===== src/rtl/rmw_pkg.sv =====
package rmw_pkg;

    typedef enum logic [1:0] {
        OP_SWAP = 2'b00,
        OP_SET  = 2'b01,
        OP_CLR  = 2'b10,
        OP_TGL  = 2'b11
    } rmw_op_e;

    typedef enum logic {
        ST_IDLE  = 1'b0,
        ST_REPLY = 1'b1
    } rmw_state_e;

endpackage


===== src/rtl/rmw_alu.sv =====
module rmw_alu
    import rmw_pkg::*;
#(
    parameter int DATA_W = 8
) (
    input  rmw_op_e             op,
    input  logic [DATA_W-1:0]   operand,
    input  logic [DATA_W-1:0]   old_byte,
    output logic [DATA_W-1:0]   new_byte
);

    // Per-bit evaluation; each lane is independent of its neighbours.
    for (genvar b = 0; b < DATA_W; b++) begin : g_lane
        always_comb begin
            unique case (op)
                OP_SWAP: new_byte[b] = operand[b];
                OP_SET:  new_byte[b] = operand[b] | old_byte[b];
                OP_CLR:  new_byte[b] = ~operand[b] & old_byte[b];
                OP_TGL:  new_byte[b] = operand[b] ^ old_byte[b];
                default: new_byte[b] = old_byte[b];
            endcase
        end
    end

endmodule


===== src/rtl/rmw_ctrl.sv =====
module rmw_ctrl
    import rmw_pkg::*;
(
    input  logic clk,
    input  logic rst_n,
    input  logic accept,
    output logic reply_we
);

    rmw_state_e state_q, state_d;

    always_comb begin
        state_d = state_q;
        unique case (state_q)
            ST_IDLE:  state_d = accept ? ST_REPLY : ST_IDLE;
            ST_REPLY: state_d = accept ? ST_REPLY : ST_IDLE;
            default:  state_d = ST_IDLE;
        endcase
    end

    always_ff @(posedge clk or negedge rst_n) begin
        if (!rst_n) state_q <= ST_IDLE;
        else        state_q <= state_d;
    end

    always_comb begin
        unique case (state_q)
            ST_REPLY: reply_we = 1'b1;
            default:  reply_we = 1'b0;
        endcase
    end

    // the result strobe follows each accepted request by exactly one cycle
    a_r6_reply_follows: assert property (@(posedge clk) disable iff (!rst_n)
        accept |=> reply_we);
    a_r6_no_spurious: assert property (@(posedge clk) disable iff (!rst_n)
        !accept |=> !reply_we);

endmodule


===== src/rtl/rmw_reply.sv =====
module rmw_reply #(
    parameter int DATA_W = 8
) (
    input  logic              clk,
    input  logic              rst_n,
    input  logic              capture,
    input  logic [DATA_W-1:0] old_byte,
    output logic [DATA_W-1:0] held
);

    always_ff @(posedge clk or negedge rst_n) begin
        if (!rst_n)       held <= '0;
        else if (capture) held <= old_byte;
    end

    // without a capture the returned byte is held
    a_r5_hold: assert property (@(posedge clk) disable iff (!rst_n)
        !capture |=> $stable(held));

endmodule


===== src/rtl/atomic_rmw_unit.sv =====
module atomic_rmw_unit
    import rmw_pkg::*;
#(
    parameter int ADDR_W = 8,
    parameter int DATA_W = 8
) (
    input  logic              clk,
    input  logic              rst_n,
    input  logic              req_valid,
    input  logic [1:0]        req_op,
    input  logic [ADDR_W-1:0] req_ptr,
    input  logic [DATA_W-1:0] req_reg,
    output logic [DATA_W-1:0] rsp_data,
    output logic              rsp_we,
    output logic [ADDR_W-1:0] mem_addr,
    input  logic [DATA_W-1:0] mem_rdata,
    output logic [DATA_W-1:0] mem_wdata,
    output logic              mem_we
);

    rmw_op_e op_sel;

    assign op_sel   = rmw_op_e'(req_op);
    assign mem_addr = req_ptr;
    assign mem_we   = req_valid;

    rmw_alu #(.DATA_W(DATA_W)) u_alu (
        .op       (op_sel),
        .operand  (req_reg),
        .old_byte (mem_rdata),
        .new_byte (mem_wdata)
    );

    rmw_ctrl u_ctrl (
        .clk      (clk),
        .rst_n    (rst_n),
        .accept   (req_valid),
        .reply_we (rsp_we)
    );

    rmw_reply #(.DATA_W(DATA_W)) u_reply (
        .clk      (clk),
        .rst_n    (rst_n),
        .capture  (req_valid),
        .old_byte (mem_rdata),
        .held     (rsp_data)
    );

    // swap stores the operand
    a_r1_swap: assert property (@(posedge clk) disable iff (!rst_n)
        (req_valid && req_op == 2'b00) |-> (mem_wdata == req_reg));
    // every one-bit of operand and old byte survives, nothing else appears
    a_r2_set: assert property (@(posedge clk) disable iff (!rst_n)
        (req_valid && req_op == 2'b01) |->
        (((mem_wdata & req_reg) == req_reg) && ((mem_wdata & mem_rdata) == mem_rdata)
         && ((mem_wdata & ~(req_reg | mem_rdata)) == '0)));
    // cleared bits gone, others unchanged
    a_r3_clear: assert property (@(posedge clk) disable iff (!rst_n)
        (req_valid && req_op == 2'b10) |->
        (((mem_wdata & req_reg) == '0) && ((mem_wdata | req_reg) == (mem_rdata | req_reg))));
    // difference between old and new byte is the operand
    a_r4_toggle: assert property (@(posedge clk) disable iff (!rst_n)
        (req_valid && req_op == 2'b11) |-> ((mem_wdata ^ mem_rdata) == req_reg));
    // returned byte is the pre-write value
    a_r5_old_byte: assert property (@(posedge clk) disable iff (!rst_n)
        rsp_we |-> (rsp_data == $past(mem_rdata)));
    // memory access targets the pointer and only on requests
    a_r7_addr: assert property (@(posedge clk) disable iff (!rst_n)
        mem_we |-> (mem_addr == req_ptr));
    a_r7_idle_nowrite: assert property (@(posedge clk) disable iff (!rst_n)
        !req_valid |-> !mem_we);

endmodule


===== config.mk =====
export PLATFORM = sky130hd
export DESIGN_NAME = atomic_rmw_unit
export DESIGN_NICKNAME = d
export VERILOG_FILES = /design/src/rtl/rmw_pkg.sv /design/src/rtl/rmw_alu.sv /design/src/rtl/rmw_ctrl.sv /design/src/rtl/rmw_reply.sv /design/src/rtl/atomic_rmw_unit.sv
export SDC_FILE = /design/constraint.sdc
export NUM_CORES = 1
export LEC_CHECK = 0
export ABC_AREA = 0
export BUFFER_PORTS_ARGS = -buffer_cell sky130_fd_sc_hd__buf_2
export CAP_MARGIN = 15
export CORE_MARGIN = 2
export CORE_UTILIZATION = 40
export DETAILED_ROUTE_END_ITERATION = 16
export GPL_ROUTABILITY_DRIVEN = 1
export PLACE_DENSITY = 0.78
export SLEW_MARGIN = 5
export SYNTH_ARGS = -nofsm -noshare
export SYNTH_HDL_FRONTEND = slang
export SYNTH_SLANG_ARGS = --single-unit
export TNS_END_PERCENT = 50

===== constraint.sdc =====
create_clock -name clk -period 1.15 [get_ports clk]
set_input_delay 0.115 -clock clk [delete_from_list [all_inputs] [get_ports clk]]
set_output_delay 0.115 -clock clk [all_outputs]
set_load 0.03 [all_outputs]

==> flow_summary.yaml, run 1 <==
global_routing:
  grt_use_met1_pct: 17.6
  grtUsageTotal_pct: 18.4
  grt_pass1_vias: 742
  grt_max_degree: 11
  grt_overflow: 0
  globalRouteMet2Util_pct: 36.1
  grt.busiest_layer: "met2"
  grt_pass1_wl_um: 3390
  antenna_found_initial: 0
  met3_usage_pct: 5.56
timing:
  grt_setup_unrepaired: "yes"
  finalHoldViolCount: 0
  drv_slew: 0
  fin_ws_ps: -54.6
  skew_ps: 0
  finalCritPeriodShare_pct: 105
  fin_crit_ps: 1200
  tightest_slew_ps: 224
  fmax_mhz: 830
  max_slew_margin_pct: 85.1
  setup_viol: 8
clocking:
  cts_tree: "done"
  cts-buffers-inserted: 3
  post_cts_buffers: 0
  cts_root_buf: "clkbuf_4"
  cts_sinks: 9
  clk_pin_slew_ps: 60
  cts_htree_levels: 1
  insertion_delay_ps: 270
  clockBufferDepth: 2
critical_path:
  criticalPathCategory: "input port to output pin"
  cp.required_ps: 1030
  crit_fanout: 3
  critPathCaptureType: "output pin"
  start_kind: "input port"
  cp.arrival_ps: 1090
synth:
  synth_area_leaders: "dfrtp_1 (26%), ha_1 (23%), mux4_2 (20%)"
  synthAdderAreaFrac_pct: 22.7
  synth_edf_count: 0
  synth_top_family_by_area: "multiplexers"
  synth_area_um2: 881
  yosys_warnings: 0
  ys.flop_type: "dfrtp_1"
  ys_ff_latch: 9
  synthesis.nets: 122
  synth_mux_area_share_pct: 30.7
  synth_top_area_share_pct: 25.6
  synthCells: 77
  synth_xor_area_share_pct: 0
  synth-compound-area-share_pct: 0
  synth_cell_types: 8
  synth_common_cells: "inv_1 (24), ha_1 (16), buf_4 (9), dfrtp_1 (9)"
  async_reset_ff_share_pct: 100
  synth_area_per_cell_um2: 11.4
  synth.most_common_cell: "inv_1"
  yosys.area_share.simple_pct: 0
  ys_seq_area_share_pct: 25.6
  synth_top_area_cell: "dfrtp_1"
final_layout:
  fillers: 144
  antenna_cells: 0
  nNetsFinal: 158
  regArea_um2: 225
  area_growth_pct: 63.1
  drive_above_1_share_pct: 75.9
  multi_input_area_um2: 571
  design_area_mm2: 0.00144
detailed_routing:
  drt_first_pass_iters: 3
  wl_um: 2000
  vias: 673
  wire_per_inst_um: 14.4
  drc: 0
  drtAntennaViolNets: 0
  first_iter_violations: 3
  viasPerCell: 4.84
place:
  hpwlAfterDp_um: 1370
  placed_area_mm2: 0.00105
  portBuffers: 38
  gp_congestion: 0.714
  pre_cts_slack_ps: -171
status:
  failed_checks: "negative setup slack"
  status: "finished, violations left"
pwr:
  vdd_drop_max_mv: 0.729
  power_density_mw_per_mm2: 832
  p_leak_nw: 0.667
min_path:
  hp-class: "input port to flip-flop"
die:
  initial_core_util_pct: 43.6
  ios: 55
  die-area_mm2: 0.00259
  die_h_um: 50.9
  core-area_mm2: 0.00202
  fp.dieW_um: 50.9
  num_rows: 16
job:
  drv_cap: 0
worst paths after layout:
kind	start	to	slack, ps	cells after the start
worst min register to register	u_reply.held[7]	u_reply.held[7]	500	1
min in group asynchronous	rst_n	u_reply.held[2]	220	2
worst max register to register	u_reply.held[1]	u_reply.held[1]	360	1
worst max-delay path	mem_rdata[6]	mem_wdata[6]	-50	5
max in group asynchronous	rst_n	u_reply.held[6]	760	2
worst min-delay path	mem_rdata[2]	u_reply.held[2]	90	2
area by class of cell:
cell class,count,area share [%]
Clock buffer,4,1.83
Timing Repair Buffer,43,30.5
Tap cell,27,2.35
Multi-Input combinational cell,32,39.7
Sequential cell,9,15.7
Inverter,24,9.93
cell usage in the layout (no fill, tap or decap):
master         Yosys  layout
buf_12             0       1
buf_2              1      14
buf_4              9       3
buf_6              2      12
buf_8              0      12
clkbuf_1           0       1
clkbuf_4           0       3
dfrtp_1            9       9
dlygate4sd3_1      0       1
ha_1              16       8
ha_4               0       8
inv_1             24       8
inv_4              0      11
inv_6              0       5
mux2_2             8       8
mux4_2             8       8
worst max-delay path, cell delays in order:
cell	delay [ps]
buf_8	110
inv_6	50
ha_4	190
mux4_2	470
buf_6	150
metrics by stage:
stage / setup TNS, ps / power [mW] / std cells / utilization, % / hold WS (ps)
detailed placement: -1170 / 0.792 / 134 / 52.0 / -32.7
global route: -507 / 1.27 / 139 / 71.0 / 75.5
floorplan: 0 / 0.701 / 77 / - / -181
CTS: -338 / 1.19 / 139 / 69.7 / 79.0
global placement: -962 / 0.774 / 134 / 52.0 / -27.6
finish: -345 / 1.20 / 139 / 71.0 / 89.3
flip-flops by register name, summed over array words and instances (netlist names):
signal and flops:
u_reply.held 8, u_ctrl.state_q 1
kinds of logic after synthesis:
kind of cell  after synthesis
flops                       9
mux                        16
fa+ha+maj                  16
buf+inv                    36
where the power goes:
group	switching (mW)	internal, mW	total, mW	leakage, nW
sequential	0.0152	0.347	0.362	0.105
combinational	0.295	0.287	0.583	0.547
clock	0.117	0.134	0.251	0.0150
routing by layer:
metal	vias to the layer above	part of all wire [%]	wire length [µm]
li1	308	-	-
met1	332	32	641
met2	29	61	1220
met3	4	6.0	120
met4	0	0.70	14
met5	-	0	0
repair_timing:
item	4_1_cts	5_1_grt
resized for setup	80	9
setup endpoints to repair	8	8
endpoints found under the hold margin	9	0
hold buffers	1	0
pin swaps	8	3
No activity file was read; power rests on OpenSTA's default activity.
==> run 2: changes to the inputs <==
--- a/config.mk
+++ b/config.mk
@@ -13,6 +13,7 @@
 export DETAILED_ROUTE_END_ITERATION = 16
 export GPL_ROUTABILITY_DRIVEN = 1
 export PLACE_DENSITY = 0.78
+export RECOVER_POWER = 25
 export SLEW_MARGIN = 5
 export SYNTH_ARGS = -nofsm -noshare
 export SYNTH_HDL_FRONTEND = slang
==> run 2 against run 1 <==
Worst setup slack stayed put. Sequential power is essentially flat. Sequential share of layout area about the same. Critical path depth is the same. First-iteration DRC count unchanged. Global-route usage did not move. Fmax stayed put. The flow still finishes with violations (negative setup slack). Critical path type unchanged. Die area stayed put. Cell area barely moved. Highest routed layer unchanged. Clock power barely moved. Wire length increased by 0.20%.
==> flow_summary.yaml, run 2 (same netlist as run 1, synthesis figures left out) <==
pwr:
  p_seq_share_pct: 30.3
  combPwrFrac_pct: 48.7
  total_power_mw: 1.20
  vdd_drop_max_mv: 0.729
  power_density_mw_per_mm2: 833
  clkPwrFrac_pct: 21.0
  p_leak_nw: 0.664
  switching_share_pct: 35.8
  p_sw_mw: 0.427
  p_int_mw: 0.768
final_layout:
  stdcell_count: 139
  top_register: "u_reply.held"
  final_common_cell: "buf_2"
  nNetsFinal: 158
  reg_top3: "u_reply.held: 8 flops, u_ctrl.state_q: 1 flops"
  antenna_cells: 0
  largest_reg_flops: 8
  final_util_pct: 71.0
  final_cell_mix: "buf_2 (13), buf_8 (12), buf_6 (12)"
  drive_above_1_share_pct: 75.0
  area_growth_pct: 62.9
place:
  portBuffers: 38
  gp_congestion: 0.714
  dp_cells: 134
  hpwlAfterDp_um: 1370
clocking:
  cts_sinks: 9
  cts-buffers-inserted: 3
  cts_htree_levels: 1
  cts_root_buf: "clkbuf_4"
  cts_tree: "done"
  insertion_delay_ps: 270
  clockBufferDepth: 2
  clk_pin_slew_ps: 60
critical_path:
  critPathCaptureType: "output pin"
  cp.required_ps: 1030
  start_kind: "input port"
  r2r-start: "u_reply.held[1]"
  crit_fanout: 3
  rrSetupSlack_ps: 360
  crit_start: "mem_rdata[6]"
  rr_worst_depth: 1
  criticalPathCategory: "input port to output pin"
  cp.arrival_ps: 1090
timing:
  setup_viol: 8
  max_slew_margin_pct: 64.2
  skew_ps: 0
  tightest_slew_ps: 537
  fmax_mhz: 830
  fin_setup_tns_ps: -345
  finalHoldViolCount: 0
  drv_slew: 0
  finalCritPeriodShare_pct: 105
  fin_ws_ps: -54.6
  grt_setup_unrepaired: "yes"
  fin_crit_ps: 1200
global_routing:
  grt_use_met1_pct: 17.6
  grt_pass1_vias: 742
  grtUsageTotal_pct: 18.4
  globalRouteMet2Util_pct: 36.1
  antenna_found_initial: 0
  grt.busiest_layer: "met2"
  met3_usage_pct: 5.56
  grt_overflow: 0
  grt_max_degree: 11
  grt_pass1_wl_um: 3390
detailed_routing:
  vias: 673
  drt_first_pass_iters: 3
  wire_per_inst_um: 14.4
  drtAntennaViolNets: 0
  viasPerCell: 4.84
  first_iter_violations: 3
  wl_um: 2000
  drc: 0
min_path:
  hp-start: "mem_rdata[2]"
  holdPathStages: 2
  hp-class: "input port to flip-flop"
status:
  status: "finished, violations left"
  failed_checks: "negative setup slack"
die:
  initial_core_util_pct: 43.6
  core-area_mm2: 0.00202
  die_h_um: 50.9
  die-area_mm2: 0.00259
  fp.dieW_um: 50.9
  num_rows: 16
  ios: 55
job:
  drv_cap: 0
run 2: final cells by class:
type,instances,area [µm²]
fill,145,587
multi-input combinational,32,571
inverter,24,143
tap,27,33.8
clock buffer,4,26.3
sequential,9,225
timing repair buffer,43,437
run 2: layer usage:
metal | vias to the layer above | wire length (µm)
met5 | - | 0
met4 | 0 | 14
li1 | 308 | -
met2 | 29 | 1220
met1 | 332 | 643
met3 | 4 | 121
run 2: what timing repair did:
item / CTS / global route
hold buffers: 1 / 0
buffers inserted: 0 / 0
endpoints found under the hold margin: 9 / 0
gates resized for setup: 80 / 9
pin swaps: 8 / 3
endpoints found under the setup margin: 8 / 8
run 2: power by group through the flow:
| stage | clock network [mW] | logic (mW) | registers [mW] |
|---|---|---|---|
| floorplan | 0 | 0.274 | 0.427 |
| global placement | 0 | 0.409 | 0.364 |
| detailed placement | 0 | 0.426 | 0.366 |
| CTS | 0.259 | 0.571 | 0.361 |
| global route | 0.279 | 0.626 | 0.365 |
| finish | 0.251 | 0.582 | 0.362 |
run 2: worst paths after layout:
kind | end
setup / recovery | mem_wdata[6]
hold / removal | u_reply.held[2]
setup reg to reg | u_reply.held[1]
hold reg to reg | u_reply.held[7]
max in group asynchronous | u_reply.held[6]
min in group asynchronous | u_reply.held[2]
run 2: worst max-delay path: stages:
cell and delay (ps):
buf_8 110, inv_6 50, ha_4 190, mux4_2 470, buf_6 150
run 2: through the flow:
step | cell area (µm²) | setup WS [ps] | hold WS (ps)
after floorplan | 881 | 44.9 | -181
after global placement | 1050 | -123 | -27.6
after detailed placement | 1050 | -171 | -32.7
after CTS | 1410 | -46.9 | 79.0
after global routing | 1440 | -79.4 | 75.5
final | 1440 | -54.6 | 89.3
